===== src/rtl/cbb_pkg.sv =====
// Shared types and widths for the multiplexed CPU bus bridge.
// Assumes a 32-bit processor bus with word-select lines for bits [3:2].
package cbb_pkg;
    localparam int DATA_W = 32;
    localparam int WORD_AW = 30;
    localparam int BE_W = DATA_W / 8;

    typedef enum logic [2:0] {
        ST_IDLE,
        ST_DECIDE,
        ST_BEAT,
        ST_PER,
        ST_ACK
    } bus_st_t;

    typedef enum logic [1:0] {
        PH_COLD,
        PH_WARM,
        PH_RUN
    } rst_ph_t;
endpackage


===== src/rtl/cbb_addr_latch.sv =====
// Address capture: stores the upper address bits from the shared pins
// on the address strobe and flags whether they fall in the peripheral
// window. The word-select bits are taken live from their own lines.
// Assumes WIN_LSB >= 4 so the window compare only uses latched bits.
module cbb_addr_latch
    import cbb_pkg::*;
#(
    parameter int          WIN_LSB  = 12,
    parameter logic [31:0] WIN_BASE = 32'h1F00_0000
) (
    input  logic               clk,
    input  logic               rst_n,
    input  logic               ale,
    input  logic [31:4]        ad_hi,
    input  logic [1:0]         wsel,
    output logic [WORD_AW-1:0] word_addr,
    output logic               win_hit
);
    logic [31:4] hi_q;

    // Capture upper address and window decode at the address strobe.
    always_ff @(posedge clk) begin
        if (!rst_n) begin
            hi_q    <= '0;
            win_hit <= 1'b0;
        end else if (ale) begin
            hi_q    <= ad_hi;
            win_hit <= (ad_hi[31:WIN_LSB] == WIN_BASE[31:WIN_LSB]);
        end
    end

    // Join the stored upper part with the live word-select lines.
    always_comb word_addr = {hi_q, wsel};
endmodule


===== src/rtl/cbb_beat_ctrl.sv =====
// Beat sequencer: turns processor strobes into one internal request or
// one peripheral strobe window per beat, and returns a single-clock
// acknowledge with captured read data. A decide clock after each
// acknowledge lets the processor update its strobes before the next beat.
module cbb_beat_ctrl
    import cbb_pkg::*;
#(
    parameter int PER_CYC = 3
) (
    input  logic              clk,
    input  logic              rst_n,
    input  logic              ale,
    input  logic              cip_n,
    input  logic              rd_n,
    input  logic              wr_n,
    input  logic [BE_W-1:0]   be_n,
    input  logic              win_hit,
    input  logic              ib_ack,
    input  logic [DATA_W-1:0] ib_rdata,
    input  logic [7:0]        per_din,
    output logic              ib_req,
    output logic              ib_rd,
    output logic [BE_W-1:0]   ib_wr,
    output logic              ack_n,
    output logic [DATA_W-1:0] ad_out,
    output logic              ad_oe,
    output logic              per_cs_n,
    output logic              per_rd_n,
    output logic              per_wr_n
);
    localparam int PCW = $clog2(PER_CYC + 1);
    localparam logic [PCW-1:0] PER_LAST = PCW'(PER_CYC - 1);

    bus_st_t           st;
    logic              is_wr;
    logic [PCW-1:0]    pcnt;
    logic [DATA_W-1:0] rdata_q;

    // Beat state machine with direction, strobe counter and read data hold.
    always_ff @(posedge clk) begin
        if (!rst_n) begin
            st      <= ST_IDLE;
            is_wr   <= 1'b0;
            pcnt    <= '0;
            rdata_q <= '0;
        end else begin
            case (st)
                ST_IDLE: if (ale) st <= ST_DECIDE;
                ST_DECIDE: begin
                    if (cip_n) begin
                        st <= ST_IDLE;
                    end else if (!rd_n || !wr_n) begin
                        is_wr <= !wr_n;
                        pcnt  <= '0;
                        st    <= win_hit ? ST_PER : ST_BEAT;
                    end
                end
                ST_BEAT: begin
                    if (ib_ack) begin
                        rdata_q <= ib_rdata;
                        st      <= ST_ACK;
                    end
                end
                ST_PER: begin
                    pcnt <= pcnt + 1'b1;
                    if (pcnt == PER_LAST) begin
                        rdata_q <= {{(DATA_W-8){1'b0}}, per_din};
                        st      <= ST_ACK;
                    end
                end
                ST_ACK:  st <= ST_DECIDE;
                default: st <= ST_IDLE;
            endcase
        end
    end

    // Decode strobes and acknowledge from the beat state.
    always_comb begin
        ib_req   = (st == ST_BEAT);
        ib_rd    = (st == ST_BEAT) && !is_wr;
        ib_wr    = ((st == ST_BEAT) && is_wr) ? ~be_n : '0;
        ack_n    = (st != ST_ACK);
        ad_oe    = (st == ST_ACK) && !is_wr;
        ad_out   = rdata_q;
        per_cs_n = (st != ST_PER);
        per_rd_n = !((st == ST_PER) && !is_wr);
        per_wr_n = !((st == ST_PER) && is_wr);
    end
endmodule


===== src/rtl/cbb_reset_seq.sv =====
// Processor reset sequencer: holds cold reset, then warm reset, for set
// clock counts. Mode bits go onto the grant and interrupt pins during cold
// reset; after release the pins carry registered device interrupts.
// Assumes COLD_CYC and WARM_CYC are at least 1.
module cbb_reset_seq
    import cbb_pkg::*;
#(
    parameter int         COLD_CYC  = 64,
    parameter int         WARM_CYC  = 32,
    parameter logic [4:0] MODE_BITS = 5'b00001
) (
    input  logic       clk,
    input  logic       rst_n,
    input  logic       irq_ir,
    input  logic       irq_audio,
    output logic       cold_n,
    output logic       warm_n,
    output logic       busgnt_n,
    output logic [3:0] int_n
);
    localparam int MAXC = (COLD_CYC > WARM_CYC) ? COLD_CYC : WARM_CYC;
    localparam int CW = $clog2(MAXC + 1);
    localparam logic [CW-1:0] COLD_LAST = CW'(COLD_CYC - 1);
    localparam logic [CW-1:0] WARM_LAST = CW'(WARM_CYC - 1);

    rst_ph_t       ph;
    logic [CW-1:0] cnt;
    logic [3:0]    int_q;

    // Phase counter: cold for COLD_CYC clocks, then warm for WARM_CYC clocks.
    always_ff @(posedge clk) begin
        if (!rst_n) begin
            ph  <= PH_COLD;
            cnt <= '0;
        end else begin
            case (ph)
                PH_COLD: begin
                    if (cnt == COLD_LAST) begin
                        ph  <= PH_WARM;
                        cnt <= '0;
                    end else begin
                        cnt <= cnt + 1'b1;
                    end
                end
                PH_WARM: begin
                    if (cnt == WARM_LAST) begin
                        ph  <= PH_RUN;
                        cnt <= '0;
                    end else begin
                        cnt <= cnt + 1'b1;
                    end
                end
                default: ph <= PH_RUN;
            endcase
        end
    end

    // Register the interrupt sources into active-low pin form.
    always_ff @(posedge clk) begin
        if (!rst_n) int_q <= 4'hF;
        else        int_q <= ~{2'b00, irq_audio, irq_ir};
    end

    // Select pin contents by phase.
    always_comb begin
        cold_n   = (ph != PH_COLD);
        warm_n   = (ph == PH_RUN);
        busgnt_n = 1'b1;
        int_n    = 4'hF;
        if (ph == PH_COLD) begin
            busgnt_n = MODE_BITS[0];
            int_n    = MODE_BITS[4:1];
        end else if (ph == PH_RUN) begin
            int_n = int_q;
        end
    end
endmodule


===== src/rtl/cpu_bus_bridge.sv =====
// Top of the multiplexed CPU bus bridge: address capture, beat sequencer
// with peripheral diversion, and processor reset/mode sequencer.
// Assumes one clock shared with the processor bus; the shared pins are
// split into inbound data, outbound data and a drive enable.
module cpu_bus_bridge
    import cbb_pkg::*;
#(
    parameter int          PER_AW    = 4,
    parameter int          PER_CYC   = 3,
    parameter int          WIN_LSB   = 12,
    parameter logic [31:0] WIN_BASE  = 32'h1F00_0000,
    parameter int          COLD_CYC  = 64,
    parameter int          WARM_CYC  = 32,
    parameter logic [4:0]  MODE_BITS = 5'b00001
) (
    input  logic               clk,
    input  logic               rst_n,
    input  logic [DATA_W-1:0]  cpu_ad_i,
    output logic [DATA_W-1:0]  cpu_ad_o,
    output logic               cpu_ad_oe_o,
    input  logic               cpu_ale_i,
    input  logic [1:0]         cpu_wsel_i,
    input  logic [BE_W-1:0]    cpu_be_n_i,
    input  logic               cpu_cip_n_i,
    input  logic               cpu_rd_n_i,
    input  logic               cpu_wr_n_i,
    output logic               cpu_ack_n_o,
    output logic               ib_req_o,
    output logic [WORD_AW-1:0] ib_addr_o,
    output logic               ib_rd_o,
    output logic [BE_W-1:0]    ib_wr_o,
    output logic [DATA_W-1:0]  ib_wdata_o,
    input  logic [DATA_W-1:0]  ib_rdata_i,
    input  logic               ib_ack_i,
    output logic               per_cs_n_o,
    output logic               per_rd_n_o,
    output logic               per_wr_n_o,
    output logic [PER_AW-1:0]  per_addr_o,
    output logic [7:0]         per_dout_o,
    input  logic [7:0]         per_din_i,
    input  logic               irq_ir_i,
    input  logic               irq_audio_i,
    output logic               cpu_cold_rst_n_o,
    output logic               cpu_warm_rst_n_o,
    output logic               cpu_busgnt_n_o,
    output logic [3:0]         cpu_int_n_o
);
    logic [WORD_AW-1:0] word_addr;
    logic               win_hit;

    cbb_addr_latch #(
        .WIN_LSB  (WIN_LSB),
        .WIN_BASE (WIN_BASE)
    ) u_addr (
        .clk       (clk),
        .rst_n     (rst_n),
        .ale       (cpu_ale_i),
        .ad_hi     (cpu_ad_i[31:4]),
        .wsel      (cpu_wsel_i),
        .word_addr (word_addr),
        .win_hit   (win_hit)
    );

    cbb_beat_ctrl #(
        .PER_CYC (PER_CYC)
    ) u_beat (
        .clk      (clk),
        .rst_n    (rst_n),
        .ale      (cpu_ale_i),
        .cip_n    (cpu_cip_n_i),
        .rd_n     (cpu_rd_n_i),
        .wr_n     (cpu_wr_n_i),
        .be_n     (cpu_be_n_i),
        .win_hit  (win_hit),
        .ib_ack   (ib_ack_i),
        .ib_rdata (ib_rdata_i),
        .per_din  (per_din_i),
        .ib_req   (ib_req_o),
        .ib_rd    (ib_rd_o),
        .ib_wr    (ib_wr_o),
        .ack_n    (cpu_ack_n_o),
        .ad_out   (cpu_ad_o),
        .ad_oe    (cpu_ad_oe_o),
        .per_cs_n (per_cs_n_o),
        .per_rd_n (per_rd_n_o),
        .per_wr_n (per_wr_n_o)
    );

    cbb_reset_seq #(
        .COLD_CYC  (COLD_CYC),
        .WARM_CYC  (WARM_CYC),
        .MODE_BITS (MODE_BITS)
    ) u_rst (
        .clk       (clk),
        .rst_n     (rst_n),
        .irq_ir    (irq_ir_i),
        .irq_audio (irq_audio_i),
        .cold_n    (cpu_cold_rst_n_o),
        .warm_n    (cpu_warm_rst_n_o),
        .busgnt_n  (cpu_busgnt_n_o),
        .int_n     (cpu_int_n_o)
    );

    // Route address and write data straight from the capture and the pins.
    always_comb begin
        ib_addr_o  = word_addr;
        ib_wdata_o = cpu_ad_i;
        per_addr_o = word_addr[PER_AW-1:0];
        per_dout_o = cpu_ad_i[7:0];
    end
endmodule


===== config.mk =====
export PLATFORM = sky130hd
export DESIGN_NAME = cpu_bus_bridge
export DESIGN_NICKNAME = d
export VERILOG_FILES = /design/src/rtl/cbb_pkg.sv /design/src/rtl/cbb_addr_latch.sv /design/src/rtl/cbb_beat_ctrl.sv /design/src/rtl/cbb_reset_seq.sv /design/src/rtl/cpu_bus_bridge.sv
export SDC_FILE = /design/constraint.sdc
export NUM_CORES = 1
export LEC_CHECK = 0
export BUFFER_PORTS_ARGS = -buffer_cell sky130_fd_sc_hd__buf_2
export CORE_MARGIN = 1.5
export CORE_UTILIZATION = 47
export CTS_BUF_LIST = sky130_fd_sc_hd__clkbuf_16
export CTS_CLUSTER_DIAMETER = 150
export DETAILED_ROUTE_END_ITERATION = 16
export PLACE_DENSITY = 0.93
export SYNTH_ARGS = -nofsm -noshare
export SYNTH_HDL_FRONTEND = slang
export SYNTH_SLANG_ARGS = --single-unit

===== constraint.sdc =====
create_clock -name clk -period 3.8 [get_ports clk]
set_input_delay 0.57 -clock clk [delete_from_list [all_inputs] [get_ports clk]]
set_output_delay 0.57 -clock clk [all_outputs]
set_load 0.01 [all_outputs]

==> results_dict.tcl <==
set metrics [dict create \
    synth_edf_count 0 \
    synth_nets 506 \
    die_h_um 90.3 \
    nets 634 \
    cts_tree "done" \
    design_area_sq_um 4560 \
    layout-area-overhead-vs-synth_pct 27.5 \
    ys_dominant_reg_cell "dfxtp_1" \
    max-vdd-ir-drop_uv 401 \
    layout_commonest_cell "buf_2" \
    dp_hpwl_um 6580 \
    fin_setup_tns_ps 0 \
    endpoint_kind "primary output" \
    total_power_mw 2.13 \
    synth_top_cell_by_area "dfxtp_1" \
    yosysSeqAreaShare 0.436 \
    finClkSkew_ps 4.30 \
    hold_slack_ps 424 \
    fillers 642 \
    fin_crit_sh 0.603 \
    gp_congestion 0.783 \
    first_iter_violations 128 \
    die-area_sq_um 8150 \
    timing.fmax_ghz 0.437 \
    cts_max_path_buffers 2 \
    synth_top_cell_area_share 0.436 \
    overflow 0 \
    post_drt_wl_per_cell_um 14.4 \
    clk_pin_slew_ps 60 \
    post_cts_buffers 0 \
    synthCells 417 \
    rsz0062_at_grt "false" \
    ctsResizeCount 0 \
    routed_wl_um 9320 \
    async_flop_share 0 \
    numCtsBuffers 9 \
    p_leak_nw 2.19 \
    multiInputGateArea_sq_um 1520 \
    antenna_found_initial 0 \
    seq_area_sq_um 1560 \
    postCtsHoldBufs 0 \
    num_antenna_cells 0 \
    root_buffer "clkbuf_16" \
    first_pass_iters 4 \
    maxCapViolCount 0 \
    arrival_ps 1720 \
    synth_area_per_cell_sq_um 8.59 \
    status "finished clean" \
    placed_area_sq_um 4200 \
    cp-start-kind "register" \
    hold_viol 0 \
    hold_path_class "in2reg" \
    via_count 3361 \
    final-setup-viol-count 0 \
    start_util 0.488 \
    io_pins 211 \
    period_minus_slack_ps 2290 \
    io_buffers 191 \
    yosysWarnings 0 \
    final_cell_mix "191 x buf_2, 78 x dfxtp_1, 46 x nand2_1" \
    die_width_um 90.3 \
    critical_path_class "reg2out" \
    clkSinkCount 78 \
    syn_area_sq_um 3580 \
    ant_nets 0 \
    clk_latency_ps 320 \
    tightestPinTransition_ps 1170 \
    slew_headroom 0.218 \
    via_per_inst 5.18 \
    synth_cell_types 47 \
    maxSlewViolCount 0 \
    cts_max_level 3 \
    grt_pass1_wl_um 14700 \
    core_sq_um 7330 \
    critPathRequiredTime_ps 3230 \
    grt_use_total 0.219 \
    row_count 31 \
    grt_pass1_vias 3125 \
    grt_start_max_net_pins 72 \
    yosys-top-cells-area "dfxtp_1 44%, buf_4 10%, mux2i_1 8.1%, a21oi_1 5.0%, nand2_1 4.8%" \
    drc 0 \
    drive_gt1_frac 0.393 \
    ys_ff_latch 78 \
    crit_fanout 17 \
    power_density_nw_per_um2 467 \
]
-- synth_stat cells, types with 3 or more instances --
cell type   n
dfxtp_1    78
buf_4      50
nand2_1    46
nor2_1     42
a21oi_1    36
mux2i_1    29
o21ai_0    27
clkbuf_1   15
nand3_1    13
buf_2       9
a311oi_1    8
nor3_1      5
inv_1       4
nor2b_1     4
nand2b_1    3
nand4b_1    3
nor4_1      3
o31ai_1     3
-- final cells by class --
class | instances | area share
Timing Repair Buffer | 194 | 0.214
Inverter | 5 | 0.00411
Tap cell | 99 | 0.0271
Clock inverter | 7 | 0.0299
Sequential cell | 78 | 0.342
Clock buffer | 9 | 0.0493
Multi-Input combinational cell | 257 | 0.333
-- worst paths after layout --
check        slack, ps                end         startpoint  depth (start not counted)
max               1510         per_rd_n_o       u_beat.st[0]                          3
min                420     u_rst.int_q[0]           irq_ir_i                          2
max reg2reg       1780   u_beat.ad_out[7]       u_beat.st[1]                          3
min reg2reg        480  u_beat.ad_out[12]  u_beat.ad_out[12]                          2
-- critical path, stage by stage, from the launching register on --
cell	delay, ps
dfxtp_1	760
nand3b_1	180
or2_2	320
buf_2	150
-- registers in the layout, indices dropped and copies added (netlist names) --
signal and flops:
u_addr.hi_q 28, u_addr.win_hit 1, u_beat.ad_out 32, u_beat.is_wr 1, u_beat.pcnt 2, u_beat.st 3, u_rst.cnt 7, u_rst.int_q 2
u_rst.ph 2
-- logic make-up after synthesis --
family          Yosys count  synth area share
xor+xnor                  4           0.00979
flops                    78             0.436
fa+ha+maj                 2           0.00699
mux                      31            0.0880
simple gates            135             0.179
other cells               1           0.00105
buf+inv                  82             0.144
compound gates           84             0.136
-- layer usage --
metal / GRT usage / share of wire / up-vias
met5: 0 / 0 / -
met4: 0.0939 / 0.023 / 0
met3: 0.0429 / 0.061 / 27
met2: 0.389 / 0.51 / 144
met1: 0.255 / 0.40 / 1550
li1: - / - / 1640
-- stage by stage --
stage | cells | setup WS (ps) | util
finish | 649 | 1510 | 0.623
floorplan | 417 | 2030 | -
global route | 649 | 1340 | 0.623
global placement | 633 | 1660 | 0.573
CTS | 649 | 1520 | 0.623
detailed placement | 633 | 1640 | 0.573
-- power breakdown --
| group | total [mW] | internal, mW | switching (mW) |
|---|---|---|---|
| Clock | 1.03 | 0.705 | 0.328 |
| Sequential | 0.874 | 0.849 | 0.0256 |
| Combinational | 0.225 | 0.100 | 0.125 |
| Total | 2.13 | 1.65 | 0.479 |
(Power assumes the default switching activity.)
